**src/rtl/spi_reg_port_pkg.sv**
```systemverilog
package spi_reg_port_pkg;

  parameter int ADDR_W = 7;
  parameter int DATA_W = 8;

  typedef enum logic [1:0] {
    PH_CMD   = 2'd0,
    PH_WDATA = 2'd1,
    PH_RDATA = 2'd2,
    PH_DONE  = 2'd3
  } phase_t;

  typedef struct packed {
    logic rxShift;   // shift captured input bit in
    logic rxBit;     // synchronized input bit
    logic addrLoad;  // last address bit has arrived
    logic addrInc;   // burst read moves to next address
    logic rdLoad;    // fetch register byte into output shifter
    logic txShift;   // present next output bit
    logic wrFire;    // issue register write
  } strobe_t;

endpackage

```
**src/rtl/spi_reg_port_ctrl.sv**
```systemverilog
module spi_reg_port_ctrl
  import spi_reg_port_pkg::*;
#(
  parameter int SYNC_STAGES = 2
) (
  input  logic    clk,
  input  logic    rstN,
  input  logic    csN,
  input  logic    sck,
  input  logic    sdi,
  output strobe_t stb,
  output logic    sdoOe
);

  localparam int CNT_MAX = (ADDR_W > DATA_W - 1) ? ADDR_W : DATA_W - 1;
  localparam int CNT_W   = $clog2(CNT_MAX + 1);
  localparam logic [CNT_W-1:0] CMD_LAST  = CNT_W'(ADDR_W);
  localparam logic [CNT_W-1:0] DATA_LAST = CNT_W'(DATA_W - 1);

  logic [SYNC_STAGES-1:0] csnSync, sckSync, sdiSync;
  logic csnS, sckS, sdiS, sckPrev;
  logic sckRise, sckFall;
  phase_t phase;
  logic [CNT_W-1:0] bitCnt;
  logic rwBit, rdLoadQ, wrFireQ;

  always_ff @(posedge clk or negedge rstN) begin
    if (!rstN) begin
      csnSync <= '1;
      sckSync <= '1;
      sdiSync <= '0;
      sckPrev <= 1'b1;
    end else begin
      csnSync <= {csnSync[SYNC_STAGES-2:0], csN};
      sckSync <= {sckSync[SYNC_STAGES-2:0], sck};
      sdiSync <= {sdiSync[SYNC_STAGES-2:0], sdi};
      sckPrev <= sckS;
    end
  end

  assign csnS    = csnSync[SYNC_STAGES-1];
  assign sckS    = sckSync[SYNC_STAGES-1];
  assign sdiS    = sdiSync[SYNC_STAGES-1];
  assign sckRise = !csnS && sckS && !sckPrev;
  assign sckFall = !csnS && !sckS && sckPrev;

  always_ff @(posedge clk or negedge rstN) begin
    if (!rstN) begin
      phase   <= PH_CMD;
      bitCnt  <= '0;
      rwBit   <= 1'b0;
      rdLoadQ <= 1'b0;
      wrFireQ <= 1'b0;
      sdoOe   <= 1'b0;
    end else begin
      rdLoadQ <= 1'b0;
      wrFireQ <= 1'b0;
      if (csnS) begin
        phase  <= PH_CMD;
        bitCnt <= '0;
        sdoOe  <= 1'b0;
      end else begin
        if (sckRise) begin
          bitCnt <= bitCnt + 1'b1;
          unique case (phase)
            PH_CMD: begin
              if (bitCnt == '0) rwBit <= sdiS;
              if (bitCnt == CMD_LAST) begin
                bitCnt  <= '0;
                phase   <= rwBit ? PH_RDATA : PH_WDATA;
                rdLoadQ <= rwBit;
              end
            end
            PH_WDATA: begin
              if (bitCnt == DATA_LAST) begin
                bitCnt  <= '0;
                phase   <= PH_DONE;
                wrFireQ <= 1'b1;
              end
            end
            PH_RDATA: begin
              if (bitCnt == DATA_LAST) begin
                bitCnt  <= '0;
                rdLoadQ <= 1'b1;
              end
            end
            PH_DONE: bitCnt <= bitCnt;
            default: bitCnt <= bitCnt;
          endcase
        end
        if (sckFall && phase == PH_RDATA) sdoOe <= 1'b1;
      end
    end
  end

  always_comb begin
    stb          = '0;
    stb.rxBit    = sdiS;
    stb.rxShift  = sckRise && (phase == PH_CMD || phase == PH_WDATA);
    stb.addrLoad = sckRise && phase == PH_CMD && bitCnt == CMD_LAST;
    stb.addrInc  = sckRise && phase == PH_RDATA && bitCnt == DATA_LAST;
    stb.txShift  = sckFall && phase == PH_RDATA;
    stb.rdLoad   = rdLoadQ;
    stb.wrFire   = wrFireQ;
  end

  // a write strobe never lasts two cycles
  a_r3_single_write: assert property (@(posedge clk) disable iff (!rstN)
    stb.wrFire |=> !stb.wrFire);

  // once a write frame has completed, trailing clocks produce no strobe
  a_r4_no_strobe_after_write: assert property (@(posedge clk) disable iff (!rstN)
    (phase == PH_DONE && $past(phase == PH_DONE)) |-> !(stb.wrFire || stb.rdLoad));

  // output enable stays low through write frames
  a_r5_no_oe_in_write: assert property (@(posedge clk) disable iff (!rstN)
    (phase == PH_WDATA || phase == PH_DONE) |-> !sdoOe);

  // output enable low while deselected
  a_r9_oe_idle: assert property (@(posedge clk) disable iff (!rstN)
    (csnS && $past(csnS)) |-> !sdoOe);

endmodule

```
**src/rtl/spi_reg_port_dp.sv**
```systemverilog
module spi_reg_port_dp
  import spi_reg_port_pkg::*;
(
  input  logic              clk,
  input  logic              rstN,
  input  strobe_t           stb,
  input  logic [DATA_W-1:0] regRdData,
  output logic [ADDR_W-1:0] regAddr,
  output logic [DATA_W-1:0] regWrData,
  output logic              regWrEn,
  output logic              regRdEn,
  output logic              sdo
);

  logic [ADDR_W-1:0] addr;
  logic [DATA_W-1:0] rxShift, txShift;
  logic              sdoQ;

  always_ff @(posedge clk or negedge rstN) begin
    if (!rstN) begin
      addr    <= '0;
      rxShift <= '0;
      txShift <= '0;
      sdoQ    <= 1'b0;
    end else begin
      if (stb.rxShift) rxShift <= {rxShift[DATA_W-2:0], stb.rxBit};
      if (stb.addrLoad)     addr <= {rxShift[ADDR_W-2:0], stb.rxBit};
      else if (stb.addrInc) addr <= addr + 1'b1;
      if (stb.rdLoad) begin
        txShift <= regRdData;
      end else if (stb.txShift) begin
        sdoQ    <= txShift[DATA_W-1];
        txShift <= {txShift[DATA_W-2:0], 1'b0};
      end
    end
  end

  assign regAddr   = addr;
  assign regWrData = rxShift;
  assign regWrEn   = stb.wrFire;
  assign regRdEn   = stb.rdLoad;
  assign sdo       = sdoQ;

  // a frame is either a read or a write, never both at once
  a_r2_rd_wr_exclusive: assert property (@(posedge clk) disable iff (!rstN)
    !(regWrEn && regRdEn));

endmodule

```
**src/rtl/spi_reg_port.sv**
```systemverilog
module spi_reg_port
  import spi_reg_port_pkg::*;
#(
  parameter int SYNC_STAGES = 2
) (
  input  logic              clk,
  input  logic              rstN,
  input  logic              csN,
  input  logic              sck,
  input  logic              sdi,
  output logic              sdo,
  output logic              sdoOe,
  output logic [ADDR_W-1:0] regAddr,
  output logic [DATA_W-1:0] regWrData,
  output logic              regWrEn,
  output logic              regRdEn,
  input  logic [DATA_W-1:0] regRdData
);

  strobe_t stb;

  spi_reg_port_ctrl #(.SYNC_STAGES(SYNC_STAGES)) u_ctrl (
    .clk   (clk),
    .rstN  (rstN),
    .csN   (csN),
    .sck   (sck),
    .sdi   (sdi),
    .stb   (stb),
    .sdoOe (sdoOe)
  );

  spi_reg_port_dp u_dp (
    .clk       (clk),
    .rstN      (rstN),
    .stb       (stb),
    .regRdData (regRdData),
    .regAddr   (regAddr),
    .regWrData (regWrData),
    .regWrEn   (regWrEn),
    .regRdEn   (regRdEn),
    .sdo       (sdo)
  );

endmodule

```
**config.mk**
```make
export PLATFORM = sky130hd
export DESIGN_NAME = spi_reg_port
export DESIGN_NICKNAME = d
export VERILOG_FILES = /design/src/rtl/spi_reg_port_pkg.sv /design/src/rtl/spi_reg_port_ctrl.sv /design/src/rtl/spi_reg_port_dp.sv /design/src/rtl/spi_reg_port.sv
export SDC_FILE = /design/constraint.sdc
export NUM_CORES = 1
export LEC_CHECK = 0
export BUFFER_PORTS_ARGS = -buffer_cell sky130_fd_sc_hd__buf_2
export CAP_MARGIN = 0
export CORE_MARGIN = 2
export CORE_UTILIZATION = 42
export DETAILED_ROUTE_END_ITERATION = 10
export HOLD_SLACK_MARGIN = 0.06
export PLACE_DENSITY = 0.72
export SYNTH_ARGS = -nofsm -noshare
export SYNTH_HDL_FRONTEND = slang
export SYNTH_SLANG_ARGS = --single-unit
```
**constraint.sdc**
```tcl
create_clock -name clk -period 3.82 [get_ports clk]
set_input_delay 0 -clock clk [delete_from_list [all_inputs] [get_ports clk]]
set_output_delay 0 -clock clk [all_outputs]
set_load 0.01 [all_outputs]
```
==> results.md <==
- Post-Synth XOR/XNOR Area: 0
- Commonest cells post-synth: 35 x dfrtp_1, 15 x o21ai_0, 14 x nand2_1
- Die Y: 69.2 um
- Post-CTS Setup Inserts: 0
- Number of synthesized flops with an enable pin: 0
- Cts bufs inserted: 5
- Peak VDD IR: 0.280 mV
- Max-cap violations: 0
- 1st-pass router iterations: 4
- First DRT Iteration DRCs: 67
- Die ar.: 4790 um^2
- Worst setup path startpoint: u_ctrl.phase[1]
- Proportion of synthesized area in mux cells: 0.116
- Combinational power share: 0.139
- Yosys warns: 0
- Leak: 1.05 nW
- Clock Latency Late Sink: 0.28 ns
- Site Rows: 23
- Placed insts: 222
- Worst Tran Pin Value: 0.846 ns
- Worst-case clock buffer depth: 2
- Post-synth cell types: 32
- Cell taking the most area after synthesis: dfrtp_1
- Root Driver: clkbuf_8
- Reg power frac: 0.554
- H-tree levels: 2
- Vias in the first global route: 1,379
- Register area share after synthesis: 0.564
- Crit-path slowest cell: dfrtp_1
- Final hold slack: 0.350 ns
- Setup TNS: 0 ns
- Via count: 1,286
- # IOs: 32
- DRC Markers: 0
- CP endpoint kind: flip-flop
- Post-route ant nets: 0
- FMAX: 512 MHz
- Final GP Congestion: 0.823
- Total net switching power: 0.229 mW
- Most frequent cell after synthesis: dfrtp_1
- CTS tree: done
- Final Power: 0.910 mW
- Post-synth top area share: 0.490
- Setup crit start kind: flip-flop
- Post-route insts no fill: 242
- Synthesized area: 1790 um^2
- Endpoints failing setup: 0
- Main synth FF type: dfrtp_1
- Worst-path cell chain: nand4b_1, nor2_4, mux2_4
- Main combinational cell family by area after synthesis: simple AND/OR/NAND/NOR gates
- Area growth syn-to-layout: 20.9%
- Core area: 4060 um^2
- First-pass GRT wire length: 6160 um
- RSZ-0062 raised after global routing: false
- Simple-gate portion of the synthesized area: 0.159
- RR Startpoint: u_ctrl.phase[1]
- CTS Hold Bufs: 12
- Initial antenna violation count: 0
- Area post-placement: 1950 um^2
- Setup Slack @ Placement: 1.86 ns
- Clock Sink Count: 40
- Clock Power Share: 0.307
- Min Tclk post-route: 1.95 ns
- Share of layout cells above drive strength 1: 0.318
- Port Buffer Count: 31
- Post-synthesis adder-cell area fraction: 0.0280
- Status: finished, final reports clean
- Top cells by area, synth: dfrtp_1 49%, dfstp_2 7.4%, mux2i_1 5.0%
- Hold Vio Cnt, Final: 0
- Routed len/inst: 14.3 um
- Tot GR Track Use: 0.162
- Setup slack after layout: 1.87 ns
- Hold Path Class: input port to async pin
- Post-CTS Resized: 0
- Post-DP HPWL: 2490 um
- Critical path's largest stage delay: 0.65 ns
- Avg Cell Area, Syn: 12.2 um^2
- Worst EP required: 3.99 ns
- Crit Path Max Fanout: 11
- Synth Area in Compound Gates: 0.0917
- Clk slew on worst S/H paths: 0.07 ns
- WP buf/inv: 0
- Final Core Density: 0.533
- Fin crit share: 0.511
- Nets: 208
- CP arrival: 2.13 ns
- Post-Syn Nets: 164
- Worst Setup Path Type: flip-flop to flip-flop
- Largest net degree at the start of global routing: 41
- Die span in x: 69.2 um
- Max-slew violation total from the final report: 0
- Final instance area: 2160 um^2
- DRT Wirelength: 3470 um
- Switching share of total power: 0.252
- Initial Utilization: 0.440
- Relative slew slack: 0.436
- Pint: 0.681 mW
- Vias/cell: 5.31
- Post-Synthesis Cells: 147
- Pwr per Cell Area: 421 nW/um^2
- Antenna Cells: 0
- Layout Skew: 0.00207 ns
- Async set-reset flop share out of synthesis: 1.00
- Cell family with most CP delay: simple AND/OR/NAND/NOR gates
- Synth Register Bits: 40
- Total gr overflow: 0
==> metal layers <==
layer	up-vias	wire (um)	global-route usage	share of wire
li1	611	-	-	-
met1	634	1560	0.194	0.45
met2	35	1690	0.270	0.49
met3	6	151	0.0451	0.044
met4	0	65	0.0763	0.019
met5	-	0	0	0
==> power by group through the flow <==
| stage | Combinational, mW | Clock, mW | Sequential [mW] |
|---|---|---|---|
| after CTS | 0.130 | 0.291 | 0.504 |
| after detailed placement | 0.121 | 0 | 0.513 |
| after global placement | 0.117 | 0 | 0.509 |
| after global routing | 0.140 | 0.313 | 0.511 |
| final | 0.127 | 0.280 | 0.504 |
| after floorplan | 0.0481 | 0 | 0.521 |
==> kinds of logic (layout without fill, tap and decap cells) <==
| family | count (synthesis) | in the layout |
|---|---|---|
| buffers and inverters | 11 | 56 |
| AOI/OAI and AO/OA | 31 | 31 |
| and+or+nand+nor | 42 | 42 |
| muxes | 19 | 19 |
| adders and majority gates | 4 | 4 |
| DFF | 40 | 40 |
==> registers in the layout, indices dropped and copies added, names as in the netlist <==
name and cells:
u_ctrl.bitCnt 3, u_ctrl.csnSync 2, u_ctrl.sdiSync 2, u_ctrl.sckSync 2, u_ctrl.wrFireQ 1, u_dp.regAddr 7
u_ctrl.sckPrev 1, u_dp.txShift 8, u_dp.sdo 1, u_ctrl.sdoOe 1, u_dp.regWrData 8, u_ctrl.phase 2
u_ctrl.rwBit 1, u_ctrl.rdLoadQ 1
==> cell type report <==
class | instances | area (um^2)
sequential | 40 | 1010
clock inverter | 2 | 10.0
multi-input combinational | 96 | 704
tap | 50 | 62.6
timing repair buffer | 43 | 275
fill | 348 | 1900
inverter | 5 | 18.8
clock buffer | 6 | 82.6
==> path summary, 6_finish.rpt <==
check,endpoint,slack (ns),depth (start not counted)
setup reg to reg,u_dp.sdo,1.87,3
min in group clk,u_ctrl.sdiSync[0],0.35,2
max in group asynchronous,u_dp.regWrData[3],2.93,2
hold reg to reg,u_ctrl.csnSync[1],0.36,0
setup / recovery,u_dp.sdo,1.87,3
hold / removal,u_dp.sdo,0.35,2
==> cell usage in the layout, fill, tap and decap left out, drive strengths merged <==
master / count
mux2: 10
and4: 1
o22ai: 6
a31oi: 1
o21ai: 15
mux2i: 9
dlygate4sd3: 12
dfstp: 5
or3b: 1
and3b: 1
buf: 31
clkinv: 2
nand3: 1
a21oi: 9
clkbuf: 6
and3: 5
dfrtp: 35
ha: 4
nor2: 6
nand4b: 2
nor4b: 1
nand2: 15
nand4: 4
and2: 1
inv: 5
nor3: 1
nand3b: 1
nand2b: 1
or3: 1
Note: power is estimated with default switching activity, not from simulation.
